$ cat src/rtl/line_tamper_sel.sv
module line_tamper_sel #(
  parameter int PW = 24
) (
  input  logic                 clk,
  input  logic                 rst_n,
  input  logic                 upd,
  input  logic [1:0]           mode,
  input  logic                 line_pick,
  input  logic [3:0]           thr_code,
  input  logic [PW-1:0]        start_th,
  input  logic signed [PW-1:0] p_l,
  input  logic signed [PW-1:0] p_n,
  input  logic signed [PW-1:0] q_l,
  input  logic signed [PW-1:0] q_n,
  output logic signed [PW:0]   p_out,
  output logic signed [PW:0]   q_out,
  output logic                 on_n
);
  localparam int MW = PW + 21;
  localparam int OW = PW + 1;
  localparam int BW = PW + 3;

  function automatic logic [PW-1:0] mag(input logic [PW-1:0] v);
    return v[PW-1] ? (~v + 1'b1) : v;
  endfunction

  function automatic logic [16:0] ppm(input logic [3:0] c);
    case (c)
      4'd12:   return 17'd125000;
      4'd13:   return 17'd62500;
      4'd14:   return 17'd31250;
      4'd15:   return 17'd15625;
      default: return 17'(({13'd0, c} + 17'd1) * 17'd10000);
    endcase
  endfunction

  function automatic logic beats(input logic [PW-1:0] big, input logic [PW-1:0] ref_p,
                                 input logic [16:0] t);
    logic [MW-1:0] lhs, rhs;
    lhs = MW'(big - ref_p) * MW'(1000000);
    rhs = MW'(t) * MW'(ref_p);
    return (big > ref_p) && (lhs > rhs);
  endfunction

  logic [PW-1:0] al, an;
  logic [16:0]   thr;
  logic [BW-1:0] st8;
  logic          low_band, cur_n, tam_nx;

  assign al  = mag(p_l);
  assign an  = mag(p_n);
  assign thr = ppm(thr_code);
  assign st8 = {start_th, 3'b000};
  assign low_band = (al > start_th) && (an > start_th) &&
                    (BW'(al) < st8) && (BW'(an) < st8);

  always_comb begin
    if (low_band)
      tam_nx = (an > al) ? 1'b1 : ((al > an) ? 1'b0 : cur_n);
    else if (!cur_n)
      tam_nx = beats(an, al, thr);
    else
      tam_nx = !beats(al, an, thr);
  end

  logic              use_n;
  logic signed [OW-1:0] sum_p, sum_q;

  assign use_n = (mode == 2'b00) ? tam_nx : ((mode == 2'b11) ? line_pick : 1'b0);
  assign sum_p = OW'(p_l) + OW'(p_n);
  assign sum_q = OW'(q_l) + OW'(q_n);

  always_ff @(posedge clk or negedge rst_n) begin
    if (!rst_n) begin
      cur_n <= 1'b0;
      on_n  <= 1'b0;
      p_out <= '0;
      q_out <= '0;
    end else if (upd) begin
      cur_n <= (mode == 2'b00) ? tam_nx : 1'b0;
      on_n  <= use_n;
      if (mode == 2'b10) begin
        p_out <= sum_p;
        q_out <= sum_q;
      end else begin
        p_out <= use_n ? OW'(p_n) : OW'(p_l);
        q_out <= use_n ? OW'(q_n) : OW'(q_l);
      end
    end
  end
endmodule


$ cat config.mk
export PLATFORM = sky130hd
export DESIGN_NAME = line_tamper_sel
export DESIGN_NICKNAME = d
export VERILOG_FILES = /design/src/rtl/line_tamper_sel.sv
export SDC_FILE = /design/constraint.sdc
export NUM_CORES = 2
export LEC_CHECK = 0
export BUFFER_PORTS_ARGS = -buffer_cell sky130_fd_sc_hd__buf_2
export CAP_MARGIN = 20
export CORE_UTILIZATION = 40
export DETAILED_ROUTE_END_ITERATION = 10
export GPL_TIMING_DRIVEN = 0
export PLACE_DENSITY = 0.68
export SYNTH_ARGS = -nofsm -noshare
export SYNTH_HDL_FRONTEND = slang
export SYNTH_SLANG_ARGS = --single-unit
$ cat constraint.sdc
create_clock -name clk -period 3.15 [get_ports clk]
set_input_delay 0.1575 -clock clk [delete_from_list [all_inputs] [get_ports clk]]
set_output_delay 0.1575 -clock clk [all_outputs]
set_load 0.1 [all_outputs]
Word level (Yosys, flattened, before mapping)

Index checks and enable logic that the tools add are counted.

Reductions and logical operators: 7
$lt $le $gt $ge: 8
Eq/ne operators: 6
Mux-type cells: 14
$add $sub $neg: 7
Multiply operators: 5
Bitwise logic cells: 2

Operators with widths:

| cell                                                                  | count |
|---|---|
| 25-bit 2-to-1 mux                                                     | 4 |
| 24-bit > comparator                                                   | 4 |
| 45-bit by 41-bit > comparator with 1-bit output                       | 2 |
| 45-bit by 14-bit multiplier with 39-bit output, second input constant | 2 |
| 17-bit by 24-bit multiplier with 41-bit output                        | 2 |
| 17-bit case mux with 4 select lines                                   | 1 |
| 24-bit by 27-bit < comparator with 1-bit output                       | 2 |
| 24-bit by 24-bit adder with 25-bit output                             | 2 |
| 24-bit by 24-bit subtractor with 25-bit output                        | 2 |
| 24-bit by 1-bit adder with 24-bit output, second input constant       | 2 |
| 24-bit 2-to-1 mux                                                     | 2 |
| 24-bit inverter                                                       | 2 |
| 4-bit equality test, second input constant                            | 4 |
| 5-bit by 10-bit multiplier with 13-bit output, second input constant  | 1 |
| 1-bit 2-to-1 mux                                                      | 7 |
| 4-bit by 1-bit adder with 5-bit output, second input constant         | 1 |
| 1-bit logical AND                                                     | 5 |
| 2-bit equality test, second input constant                            | 2 |
| 2-bit logical NOT                                                     | 1 |
| 1-bit logical NOT                                                     | 1 |

Output and inout bits: 51
Logic and storage cells: 53
Bits in registers: 52
Input bits: 130

Logic depth before layout (Yosys ltp)

Word-level depth: 13
Mapped depth: 60
Mapped depth without buffers: 56

Least setup slack after synthesis

OpenSTA, ideal clock, no wires.

Kind: input -> register
From: input thr_code[3]
To: register p_out[24]
Arrival time: 11.738 ns
Setup time: 0.148 ns
Path slack: -8.736 ns
Cell stages on the path: 51
Path buffers: 6
Required time: 3.002 ns
Cell sequence: clkbuf_1 and2_1 clkbuf_1 nand2_1 fa_1 ha_1 inv_1 fa_1 inv_1 ha_1 a21oi_1 o21bai_1 a21oi_1 xnor2_1 mux2i_1 clkbuf_1 nor2_1 fa_1 (+15 left out) a211oi_1 o41ai_1 o21ai_0 or4_1 and3_1 ha_1 a21o_1 a21o_1 a211oi_1 o31ai_1 a21oi_1 nand3_1 a2111oi_4 nor2_2 buf_6 buf_6 nand3_1 o211ai_1

Longest elaborated chain between the ends: 12
Elaborated cells on any way between the ends: 19
Those cells by class: add/sub: 1; mul: 3; order compare: 2; eq/ne: 4; mux: 6; reduce/logical: 3

Ends and longest elaborated chain:

| item                                            | line | source |
|---|---|---|
| start: declaration                              | 9    | `input logic [3:0] thr_code,` |
| 4-bit by 1-bit adder with 5-bit output          | 33   | `default: return 17'(({13'd0, c} + 17'd1) * 17'd10000);` |
| 5-bit by 10-bit multiplier with 13-bit output   | 33   |  |
| 17-bit case mux with 4 select lines (*)         | 28   | `case (c)` |
| 17-bit by 24-bit multiplier with 41-bit output  | 41   | `rhs = MW'(t) * MW'(ref_p);` |
| 45-bit by 41-bit > comparator with 1-bit output | 42   | `return (big > ref_p) && (lhs > rhs);` |
| 1-bit logical AND                               | 42   |  |
| 1-bit logical NOT                               | 63   | `tam_nx = !beats(al, an, thr);` |
| 1-bit 2-to-1 mux (*)                            | 60   | `else if (!cur_n)` |
| 1-bit 2-to-1 mux (*)                            | 58   | `if (low_band)` |
| 1-bit 2-to-1 mux (*)                            | 69   | `assign use_n = (mode == 2'b00) ? tam_nx : ((mode == 2'b11) ? line_pick : 1'b0);` |
| 25-bit 2-to-1 mux (*)                           | 86   | `p_out <= use_n ? OW'(p_n) : OW'(p_l);` |
| 25-bit 2-to-1 mux (*)                           | 82   | `if (mode == 2'b10) begin` |
| end signal: assignment                          | 83   | `p_out <= sum_p;` |
| end signal: assignment                          | 86   |  |
| end: declaration                                | 15   | `output logic signed [PW:0] p_out,` |

Every way passes the cells marked *; elsewhere a longest branch is shown, timed or not.
A chain may end at the register's enable or synchronous reset.

Worst setup path after layout

From: input p_n[0]
To: register p_out[21]

Longest elaborated chain between the ends: 13
Elaborated cells on any way between the ends: 28
Those cells by class: add/sub: 4; mul: 3; order compare: 6; mux: 8; bitwise: 1; reduce/logical: 6

Ends and longest elaborated chain:

| item                                            | line | source |
|---|---|---|
| start: declaration                              | 12   | `input logic signed [PW-1:0] p_n,` |
| 24-bit inverter                                 | 24   | `return v[PW-1] ? (~v + 1'b1) : v;` |
| 24-bit by 1-bit adder with 24-bit output        | 24   |  |
| 24-bit 2-to-1 mux                               | 24   |  |
| 24-bit by 24-bit subtractor with 25-bit output  | 40   | `lhs = MW'(big - ref_p) * MW'(1000000);` |
| 45-bit by 14-bit multiplier with 39-bit output  | 40   |  |
| 45-bit by 41-bit > comparator with 1-bit output | 42   |  |
| 1-bit logical AND                               | 42   |  |
| 1-bit logical NOT                               | 63   |  |
| 1-bit 2-to-1 mux                                | 60   |  |
| 1-bit 2-to-1 mux                                | 58   |  |
| 1-bit 2-to-1 mux                                | 69   |  |
| 25-bit 2-to-1 mux                               | 86   |  |
| 25-bit 2-to-1 mux (*)                           | 82   |  |

Marked as above.

==> flow_metrics.tcl <==
set metrics [dict create \
    io_pins 181 \
    initial_core_util_pct 40.3 \
    antenna_found_initial 12 \
    rsz0062_at_grt "true" \
    tightest_slew_ns 1.27 \
    drv_cap 0 \
    min_path_type "input port to flip-flop" \
    cp_slowest_stage_delay_ns 0.60 \
    layout_common_cells "1284 x inv_1, 891 x fa_1, 698 x ha_1, 681 x nand2_1, 425 x nor2_1" \
    synth_top_area_share_pct 36.4 \
    place_congestion 1.01 \
    synth_fp_nets 7701 \
    grt-ovfl-total 0 \
    synth-main-ff-cell "dfrtp_1" \
    worstSetupEndpointType "flip-flop" \
    fin_cells 7932 \
    hold_viol 0 \
    fin_nets 8054 \
    clock-sinks 52 \
    clk_path_buf_depth 2 \
    crit_fanout 12 \
    port_buffers 178 \
    cts_buffers 5 \
    layout_commonest_cell "inv_1" \
    grt_first_pass_wirelength_um 263000 \
    postSynthAreaPerCell_sq_um 8.40 \
    holdWs_ns 0.125 \
    vias 44000 \
    first_global_vias 45300 \
    fillCellCount 11900 \
    dp.final_hpwl_um 141000 \
    final-max-slew-violation-count 0 \
    synth_cell_types 94 \
    max_slew_margin_pct 15.5 \
    die_y_um 355 \
    rows 129 \
    ys_seq_elements 52 \
    grt_usage_pct 27.1 \
    worstPathArrival_ns 11.86 \
    avgViaCountPerCell 5.54 \
    drive_above_1_share_pct 13.2 \
    cts_tree "yes" \
    setup_ws_ns -8.47 \
    failed_checks "design-rule violations, negative setup slack" \
    placed_cells 7778 \
    wl_per_cell_um 21.3 \
    period_minus_slack_ns 11.62 \
    yosysWarnings 0 \
    ant_nets 0 \
    remaining_drc_errors 2 \
    synth_top_cell_by_area "fa_1" \
    async_flop_share_pct 100 \
    dieArea_sq_um 126000 \
    cts_max_level 2 \
    syn_area_sq_um 49900 \
    area_growth_pct 15.5 \
    setup_viol 52 \
    clk_latency_ns 0.31 \
    root_buffer "clkbuf_16" \
    drt-initial-drc-count 3917 \
    coreArea_sq_um 124000 \
    die_x_um 355 \
    synth_edf_count 0 \
    max_freq_mhz 86.1 \
    outcome "finished with violations" \
    grt_max_degree 30 \
    clk_pin_slew_worst_paths_ns 0.08 \
    finalCritPeriodShare_pct 369 \
    cp_slowest_cell "xnor2_2" \
    path_class "input port to flip-flop" \
    clock_skew_ns 0.0102 \
    synthTopCellsByArea "fa_1 36%, ha_1 18%, inv_1 9.9%, nand2_1 5.2%, nor2_1 3.3%" \
    start_kind "input port" \
    routed_wl_um 169000 \
    required_ns 3.39 \
    ys_seq_area_share_pct 2.61 \
    drt_pre_antenna_iters 9 \
    netlist_instances 5935 \
]
cell usage after synthesis (all sizes together), types with 52 or more instances:
| library cell | count |
|---|---|
| nand2 | 691 |
| fa | 908 |
| xnor2 | 172 |
| inv | 1318 |
| dfrtp | 52 |
| o21ai | 145 |
| xor2 | 100 |
| ha | 728 |
| nand2b | 65 |
| a21oi | 265 |
| nor3 | 69 |
| a21o | 137 |
| nor2 | 433 |
| clkbuf | 165 |
per-layer routing:
metal	track usage [%]	up-vias	routed length, um
li1	-	19500	-
met1	35.6	21800	67400
met2	42.2	2208	74500
met5	0	-	28
met4	12.5	4	9700
met3	6.19	462	17600
worst max-delay path, delay by kind of cell:
family                   cells  cell delay (ns)
adder cells (fa/ha/maj)     10             3.86
AO/OA/AOI/OAI               19             3.53
buffers and inverters       13             1.92
XOR/XNOR                     3             1.35
AND/OR/NAND/NOR              6             0.98
cell families after synthesis:
family	share of synthesized area, %
fa+ha+maj	54.7
simple gates	13.7
buf+inv	11.6
compound gates	12.3
xor+xnor	4.78
flops	2.61
mux	0.263
flip-flops by register name, indices dropped and copies added, names as in the netlist:
register,count
on_n,1
p_out,25
cur_n,1
q_out,25
what timing repair did:
item,4_1_cts,5_1_grt
buffers inserted,112,32
setup endpoints to repair,52,52
hold buffers,1,0
cloned,3,2
hold endpoints to repair,28,0
pin swaps,113,49
gates resized for setup,386,131
metrics by stage:
stage	setup slack, ns	util, %	TNS [ns]	instance area (sq um)
2_1_floorplan	-7.79	-	-402.39	50400
3_3_place_gp	-12.56	43.2	-649.75	53400
3_5_place_dp	-12.38	43.4	-641.26	53700
4_1_cts	-8.45	46.0	-436.07	56800
5_1_grt	-8.82	46.6	-455.13	57600
6_report	-8.47	46.6	-437.05	57600
final cells by class:
cell class | instances | area [sq um] | share of cell area, %
Multi-Input combinational cell | 4365 | 45200 | 78.4
Inverter | 1328 | 5080 | 8.82
Timing Repair Buffer | 356 | 2650 | 4.60
Tap cell | 1637 | 2050 | 3.56
Sequential cell | 52 | 1300 | 2.26
Buffer | 180 | 1160 | 2.02
Clock buffer | 5 | 125 | 0.217
Clock inverter | 3 | 46.3 | 0.0804
Antenna cell | 6 | 15.0 | 0.0261
worst paths after layout:
check | startpoint | slack [ns] | depth (start not counted) | endpoint
setup / recovery | p_n[0] | -8.47 | 51 | p_out[21]
hold / removal | q_l[22] | 0.13 | 3 | q_out[22]
setup reg to reg | cur_n | 0.23 | 12 | p_out[21]
hold reg to reg | on_n | 0.50 | 1 | on_n
max in group asynchronous | rst_n | 2.06 | 3 | p_out[0]
min in group asynchronous | rst_n | 0.45 | 2 | q_out[10]
Power is not shown: default switching activity piles up to over one toggle a cycle in this logic, so the estimate is an artifact.
